[src/rtl/pdma_pkg.sv]
package pdma_pkg;
  localparam int FLD_W  = 3;
  localparam int SEL_W  = 4;
  localparam int CTRL_W = 10;

  localparam int C_EN   = 0;
  localparam int C_DIR  = 1;
  localparam int C_MODE = 2;
  localparam int C_IRQ  = 4;
  localparam int C_TERM = 5;
  localparam int C_SEL  = 6;

  typedef enum logic [FLD_W-1:0] {
    F_SRC  = 3'd0,
    F_DST  = 3'd1,
    F_LEN  = 3'd2,
    F_CTRL = 3'd3,
    F_CNT  = 3'd4
  } fld_e;

  typedef enum logic [1:0] {
    AM_FIX = 2'd0,
    AM_INC = 2'd1,
    AM_MOD = 2'd2
  } amode_e;

  typedef enum logic [1:0] {
    S_IDLE = 2'd0,
    S_RD   = 2'd1,
    S_WR   = 2'd2
  } seq_e;
endpackage

[src/rtl/pdma_agen.sv]
module pdma_agen
  import pdma_pkg::*;
#(
  parameter int AW = 16
) (
  input  logic [AW-1:0] cur,
  input  logic [AW-1:0] base,
  input  logic [AW-1:0] len,
  input  logic [1:0]    mode,
  output logic [AW-1:0] nxt
);
  logic [AW-1:0] last_addr;

  assign last_addr = base + len - AW'(1);

  always_comb begin
    case (mode)
      AM_INC:  nxt = cur + AW'(1);
      AM_MOD:  nxt = (cur == last_addr) ? base : cur + AW'(1);
      default: nxt = cur;
    endcase
  end
endmodule

[src/rtl/pdma_chan.sv]
module pdma_chan
  import pdma_pkg::*;
#(
  parameter int AW   = 16,
  parameter int NSRC = 10
) (
  input  logic             clk,
  input  logic             rst_n,
  input  logic             cfg_we,
  input  logic [FLD_W-1:0] cfg_fld,
  input  logic [AW-1:0]    cfg_wdata,
  input  logic [NSRC-1:0]  req,
  input  logic             step,
  output logic             pend,
  output logic [AW-1:0]    cur_src,
  output logic [AW-1:0]    cur_dst,
  output logic [AW-1:0]    rdata,
  output logic             irq
);
  localparam int REQ_EXT = 1 << SEL_W;

  logic [AW-1:0]    base_src_q, base_dst_q, len_q;
  logic             dir_q, irqen_q, term_q;
  logic [1:0]       mode_q;
  logic [SEL_W-1:0] sel_q;

  logic [AW-1:0] src_q, dst_q, cnt_q;
  logic          act_q, irq_q;
  logic [AW-1:0] src_d, dst_d, cnt_d;
  logic          act_d, irq_d;

  logic [AW-1:0]      src_step, dst_step;
  logic [1:0]         src_mode, dst_mode;
  logic [REQ_EXT-1:0] req_ext;
  logic               wr_ctrl, adv, last, st_en;
  logic               unused_hi;

  assign unused_hi = &{1'b0, cfg_wdata[AW-1:CTRL_W]};

  assign src_mode = dir_q ? mode_q : AM_FIX;
  assign dst_mode = dir_q ? AM_FIX : mode_q;

  pdma_agen #(.AW(AW)) u_src_gen (
    .cur(src_q), .base(base_src_q), .len(len_q), .mode(src_mode), .nxt(src_step)
  );
  pdma_agen #(.AW(AW)) u_dst_gen (
    .cur(dst_q), .base(base_dst_q), .len(len_q), .mode(dst_mode), .nxt(dst_step)
  );

  assign req_ext = REQ_EXT'(req);
  assign pend    = act_q & req_ext[sel_q];
  assign wr_ctrl = cfg_we && (cfg_fld == F_CTRL);
  assign adv     = step && act_q && !wr_ctrl;
  assign last    = (cnt_q == AW'(1));
  assign st_en   = wr_ctrl | adv;

  always_comb begin
    act_d = act_q;
    src_d = src_q;
    dst_d = dst_q;
    cnt_d = cnt_q;
    irq_d = 1'b0;
    if (wr_ctrl) begin
      if (cfg_wdata[C_EN] && (len_q != '0)) begin
        act_d = 1'b1;
        src_d = base_src_q;
        dst_d = base_dst_q;
        cnt_d = len_q;
      end else begin
        act_d = 1'b0;
      end
    end else if (adv) begin
      if (last) begin
        irq_d = irqen_q;
        if (term_q) begin
          act_d = 1'b0;
          cnt_d = '0;
        end else begin
          src_d = base_src_q;
          dst_d = base_dst_q;
          cnt_d = len_q;
        end
      end else begin
        src_d = src_step;
        dst_d = dst_step;
        cnt_d = cnt_q - AW'(1);
      end
    end
  end

  always_ff @(posedge clk or negedge rst_n) begin
    if (!rst_n) begin
      base_src_q <= '0;
      base_dst_q <= '0;
      len_q      <= '0;
      dir_q      <= 1'b0;
      mode_q     <= 2'b00;
      irqen_q    <= 1'b0;
      term_q     <= 1'b0;
      sel_q      <= '0;
    end else if (cfg_we) begin
      if (cfg_fld == F_SRC) base_src_q <= cfg_wdata;
      if (cfg_fld == F_DST) base_dst_q <= cfg_wdata;
      if (cfg_fld == F_LEN) len_q      <= cfg_wdata;
      if (cfg_fld == F_CTRL) begin
        dir_q   <= cfg_wdata[C_DIR];
        mode_q  <= cfg_wdata[C_MODE +: 2];
        irqen_q <= cfg_wdata[C_IRQ];
        term_q  <= cfg_wdata[C_TERM];
        sel_q   <= cfg_wdata[C_SEL +: SEL_W];
      end
    end
  end

  always_ff @(posedge clk or negedge rst_n) begin
    if (!rst_n) begin
      act_q <= 1'b0;
      src_q <= '0;
      dst_q <= '0;
      cnt_q <= '0;
    end else if (st_en) begin
      act_q <= act_d;
      src_q <= src_d;
      dst_q <= dst_d;
      cnt_q <= cnt_d;
    end
  end

  always_ff @(posedge clk or negedge rst_n) begin
    if (!rst_n) irq_q <= 1'b0;
    else        irq_q <= irq_d;
  end

  assign cur_src = src_q;
  assign cur_dst = dst_q;
  assign irq     = irq_q;

  always_comb begin
    case (cfg_fld)
      F_SRC:   rdata = base_src_q;
      F_DST:   rdata = base_dst_q;
      F_LEN:   rdata = len_q;
      F_CTRL:  rdata = AW'({sel_q, term_q, irqen_q, mode_q, dir_q, act_q});
      F_CNT:   rdata = cnt_q;
      default: rdata = '0;
    endcase
  end
endmodule

[src/rtl/pdma_arb.sv]
module pdma_arb #(
  parameter int N  = 6,
  parameter int IW = 3
) (
  input  logic [N-1:0]  pend,
  output logic          any,
  output logic [IW-1:0] idx
);
  assign any = |pend;

  always_comb begin
    idx = '0;
    for (int i = N - 1; i >= 0; i--) begin
      if (pend[i]) idx = IW'(i);
    end
  end
endmodule

[src/rtl/pdma_seq.sv]
module pdma_seq
  import pdma_pkg::*;
#(
  parameter int NCH = 6,
  parameter int IW  = 3,
  parameter int AW  = 16,
  parameter int DW  = 16
) (
  input  logic           clk,
  input  logic           rst_n,
  input  logic           any,
  input  logic [IW-1:0]  gidx,
  input  logic [AW-1:0]  src_all [NCH],
  input  logic [AW-1:0]  dst_all [NCH],
  input  logic [DW-1:0]  mem_rdata,
  output logic           mem_rd,
  output logic           mem_wr,
  output logic [AW-1:0]  mem_addr,
  output logic [DW-1:0]  mem_wdata,
  output logic [NCH-1:0] step
);
  seq_e          st_q, st_d;
  logic [IW-1:0] gnt_q, gnt_d;
  logic          gnt_en;

  always_comb begin
    st_d   = st_q;
    gnt_d  = gnt_q;
    gnt_en = 1'b0;
    case (st_q)
      S_IDLE: if (any) begin
        st_d   = S_RD;
        gnt_d  = gidx;
        gnt_en = 1'b1;
      end
      S_RD:    st_d = S_WR;
      default: st_d = S_IDLE;
    endcase
  end

  always_ff @(posedge clk or negedge rst_n) begin
    if (!rst_n) st_q <= S_IDLE;
    else        st_q <= st_d;
  end

  always_ff @(posedge clk or negedge rst_n) begin
    if (!rst_n)      gnt_q <= '0;
    else if (gnt_en) gnt_q <= gnt_d;
  end

  assign mem_rd    = (st_q == S_RD);
  assign mem_wr    = (st_q == S_WR);
  assign mem_addr  = mem_rd ? src_all[gnt_q] : dst_all[gnt_q];
  assign mem_wdata = mem_rdata;

  always_comb begin
    for (int i = 0; i < NCH; i++) step[i] = mem_wr && (gnt_q == IW'(i));
  end
endmodule

[src/rtl/pdma_ctrl.sv]
module pdma_ctrl
  import pdma_pkg::*;
#(
  parameter int NCH  = 6,
  parameter int NSRC = 10,
  parameter int AW   = 16,
  parameter int DW   = 16,
  localparam int CHW = $clog2(NCH),
  localparam int RAW = CHW + FLD_W
) (
  input  logic            clk,
  input  logic            rst_n,
  input  logic            reg_we,
  input  logic [RAW-1:0]  reg_addr,
  input  logic [AW-1:0]   reg_wdata,
  output logic [AW-1:0]   reg_rdata,
  input  logic [NSRC-1:0] dreq,
  output logic            mem_rd,
  output logic            mem_wr,
  output logic [AW-1:0]   mem_addr,
  output logic [DW-1:0]   mem_wdata,
  input  logic [DW-1:0]   mem_rdata,
  output logic [NCH-1:0]  irq
);
  logic [1:0]     rs_q;
  logic           rst_core_n;
  logic [CHW-1:0] ch_sel;
  logic [NCH-1:0] pend, step;
  logic [AW-1:0]  src_all [NCH];
  logic [AW-1:0]  dst_all [NCH];
  logic [AW-1:0]  rd_all  [NCH];
  logic           any;
  logic [CHW-1:0] gidx;

  always_ff @(posedge clk or negedge rst_n) begin
    if (!rst_n) rs_q <= 2'b00;
    else        rs_q <= {rs_q[0], 1'b1};
  end
  assign rst_core_n = rs_q[1];

  assign ch_sel = reg_addr[RAW-1:FLD_W];

  for (genvar c = 0; c < NCH; c++) begin : g_ch
    pdma_chan #(.AW(AW), .NSRC(NSRC)) u_chan (
      .clk(clk), .rst_n(rst_core_n),
      .cfg_we(reg_we && (ch_sel == CHW'(c))),
      .cfg_fld(reg_addr[FLD_W-1:0]), .cfg_wdata(reg_wdata),
      .req(dreq), .step(step[c]), .pend(pend[c]),
      .cur_src(src_all[c]), .cur_dst(dst_all[c]),
      .rdata(rd_all[c]), .irq(irq[c])
    );
  end

  assign reg_rdata = (int'(ch_sel) < NCH) ? rd_all[ch_sel] : '0;

  pdma_arb #(.N(NCH), .IW(CHW)) u_arb (.pend(pend), .any(any), .idx(gidx));

  pdma_seq #(.NCH(NCH), .IW(CHW), .AW(AW), .DW(DW)) u_seq (
    .clk(clk), .rst_n(rst_core_n), .any(any), .gidx(gidx),
    .src_all(src_all), .dst_all(dst_all), .mem_rdata(mem_rdata),
    .mem_rd(mem_rd), .mem_wr(mem_wr), .mem_addr(mem_addr),
    .mem_wdata(mem_wdata), .step(step)
  );
endmodule


[config.mk]
export PLATFORM = sky130hd
export DESIGN_NAME = pdma_ctrl
export DESIGN_NICKNAME = d
export VERILOG_FILES = /design/src/rtl/pdma_pkg.sv /design/src/rtl/pdma_agen.sv /design/src/rtl/pdma_chan.sv /design/src/rtl/pdma_arb.sv /design/src/rtl/pdma_seq.sv /design/src/rtl/pdma_ctrl.sv
export SDC_FILE = /design/constraint.sdc
export NUM_CORES = 2
export LEC_CHECK = 0
export CAP_MARGIN = 20
export CELL_PAD_IN_SITES_DETAIL_PLACEMENT = 2
export CELL_PAD_IN_SITES_GLOBAL_PLACEMENT = 2
export CORE_ASPECT_RATIO = 0.7
export CORE_MARGIN = 2
export CORE_UTILIZATION = 45
export CTS_BUF_LIST = sky130_fd_sc_hd__clkbuf_4
export CTS_CLUSTER_DIAMETER = 30
export CTS_CLUSTER_SIZE = 25
export DETAILED_ROUTE_END_ITERATION = 10
export DONT_BUFFER_PORTS = 1
export GPL_ROUTABILITY_DRIVEN = 1
export HOLD_SLACK_MARGIN = 0.03
export PLACE_DENSITY_LB_ADDON = 0.08
export SLEW_MARGIN = 20
export SYNTH_ARGS = -nofsm -noshare
export SYNTH_HDL_FRONTEND = slang
export SYNTH_SLANG_ARGS = --single-unit
[constraint.sdc]
create_clock -name clk -period 44.9 [get_ports clk]
set_input_delay 4.49 -clock clk [delete_from_list [all_inputs] [get_ports clk]]
set_output_delay 4.49 -clock clk [all_outputs]
set_load 0.01 [all_outputs]
==> reports/results.ini <==
[finish]
layout.nets=6634
instances_no_fill=7883
multi_input_area_um2=32000
regArea_um2=16200
fin_util_pct=49.1
drive_above_1_share_pct=11.0
area_growth_pct=7.94
fillers=12700

[die]
die_h_um=290
die_w_um=412
coreArea_um2=115000
std_cell_rows=104
die-area_um2=119000
io_pins=107
start_util_pct=45.5

[synth]
synth_commonest_cells=inv_1 (744), dfrtp_1 (649), nand2_1 (625)
synth_edf_count=0
synth_top_cell_area_share_pct=31.0
async_reset_ff_share_pct=100
synth_compound_area_share_pct=20.7
ys.flop_type=dfrtp_1
yosysTopAreaCell=dfrtp_1
synth_top_family_by_area=compound AO/OA/AOI/OAI gates
syn-cell-area_um2=52400
ys_ff_latch=649
syn_nets=6768
synthAdderAreaFrac_pct=9.63
netlist_top_cells_area=dfrtp_1 (31%), ha_1 (9.2%), o21ai_0 (5.5%)
synthesis.instances=6321
yosysMostFrequentCell=inv_1
avgSynthCellArea_um2=8.29
ys_warn_count=0
seq_area_frac_synth_pct=31.0
synth_cell_types=97
synthMuxAreaShare_pct=9.82
synthXorXnorAreaFrac_pct=4.93
synthSimpleGateAreaFrac_pct=15.7

[global_routing]
antenna_found_initial=66
grt_pass1_vias=56600
grt.total_usage_pct=46.6
grt_pass1_wl_mm=407
overflow=0
grt_max_degree=164

[route]
post_drt_via_cell_ratio=6.97
wl_met3_mm=38.5
drt-wirelength-per-cell_um=36.1
drt_iter0_drc=7464
drt_pre_antenna_iters=8
wl_met2_mm=117
vias=54900
top_layer_used=met5
drc=0
met1_length_mm=113
wirelength_mm=285
postRouteAntennaNets=0

[sta]
worst_slew_pin_slew_ps=1290
max_freq_ghz=0.0792
rsz0062_at_grt=no
layout_setup_ws_ps=32270
setup_violations=0
final.period_utilization_pct=28.1
holdWs_ps=350
slew_violations=0
tns_ps=0
fin_crit_ps=12630
hold_viol_final=0
finClkSkew_ps=113
maxSlewHeadroom_pct=13.4

[worst_hold_path]
min-delay-path-class=flop to flop

[run]
maxCapViolCount=0

[placement]
place_ws_ps=32580
gp_congestion=1.02
dp_cells=7558
dp_hpwl_mm=202
io_buffer_count=0

[setup_path]
cp-start-kind=input port
critPathKind=input port to output pin
required_ps=40410
arrival_ps=8140
critPathCaptureType=output pin
cp_max_fo=82

[clocking]
root_buffer=clkbuf_4
worstSkewPairLatency_ps=1350
cts_setup_buffers=0
clkSinkCount=649
cts_resized=0
cts_tree=yes
htree_levels=4
clk_pin_slew_ps=60
cts_max_path_buffers=3
cts-buffers-inserted=160
cts_hold_buf=0

[power]
powerDensity_nw_per_um2=52.4
leakagePower_uw=0.0257
max-vdd-ir-drop_mv=0.0298

[outcome]
outcome=finished, final reports clean

## flip-flops by register name, indices dropped and copies added, names as in the netlist, 12 cells and up
| register | count |
|---|---|
| g_ch.u_chan.base_dst_q | 96 |
| g_ch.u_chan.base_src_q | 96 |
| g_ch.u_chan.cnt_q | 96 |
| g_ch.u_chan.cur_dst | 96 |
| g_ch.u_chan.cur_src | 96 |
| g_ch.u_chan.len_q | 96 |
| g_ch.u_chan.mode_q | 12 |
| g_ch.u_chan.sel_q | 24 |
## worst max-delay path, stage by stage
cell,delay [ps]
nor2b_1,910
nor2b_4,710
buf_4,690
a221oi_1,210
o22ai_1,370
nor2_1,190
o22ai_1,480
## report_power, final
| part | total, uW | switching (uW) | internal (uW) |
|---|---|---|---|
| combinational | 1390 | 861 | 532 |
| clock | 758 | 348 | 410 |
| sequential | 813 | 171 | 641 |
| total | 2960 | 1380 | 1580 |
## cell type report
class / instances / share of cell area (%)
inverter: 745 / 4.94
multi-input combinational: 4563 / 56.6
timing repair buffer: 68 / 1.12
antenna: 26 / 0.115
sequential: 649 / 28.7
clock buffer: 184 / 2.44
tap: 1537 / 3.40
clock inverter: 111 / 2.66
## worst paths after layout
path	startpoint	cells past startpoint	end	slack [ps]
worst max-delay path	reg_addr[1]	7	reg_rdata[2]	32270
worst min-delay path	rs_q[0]	0	rs_q[1]	350
worst max register to register	g_ch[0].u_chan.len_q[13]	14	g_ch[0].u_chan.cur_src[6]	38810
worst min register to register	rs_q[0]	0	rs_q[1]	350
max in group asynchronous	rs_q[1]	4	g_ch[4].u_chan.cur_src[14]	41490
min in group asynchronous	rs_q[1]	0	g_ch[2].u_chan.base_dst_q[14]	420
## placed cells by master, fill, tap and decap left out, drive strengths merged, types with 22 or more instances in the layout
master and instances:
or3 22, ha 384, or2 22, nand2 626
diode 26, o22ai 54, o21ai 586, clkbuf 184
buf 68, mux4 61, a32oi 44, clkinv 48
nand2b 70, a21o 67, and3 150, a21oi 477
nor3 100, bufinv 35, nor2b 36, xnor2 216
a22oi 153, a211oi 44, dfrtp 649, and2 33
mux2 202, xor2 78, inv 755, a31oi 43
nor2 274, a221oi 59, nand4 74, mux2i 149
nor4 73, nand3 166
## cell families (layout without fill, tap and decap cells)
| family | after synthesis | in the layout |
|---|---|---|
| AO/OA/AOI/OAI | 1757 | 1757 |
| AND/OR/NAND/NOR | 1703 | 1703 |
| buffers and inverters | 1109 | 1108 |
| flip-flops | 649 | 649 |
| multiplexers | 412 | 412 |
| adder cells (fa/ha/maj) | 396 | 396 |
| XOR/XNOR | 294 | 294 |
| other | 1 | 27 |
## per-layer routing
| metal | up-vias | GRT usage (%) |
|---|---|---|
| met1 | 28100 | 61.2 |
| met2 | 3589 | 65.9 |
| met5 | - | 0 |
| met3 | 927 | 18.4 |
| met4 | 56 | 24.6 |
| li1 | 22300 | - |
## through the flow
step / total power [uW] / area [um^2]
after floorplan: 1670 / 52400
after global placement: 2040 / 53500
after detailed placement: 2110 / 53500
after CTS: 2900 / 56400
after global routing: 3080 / 56500
final: 2960 / 56600
Power figures use the tool's default switching activity.
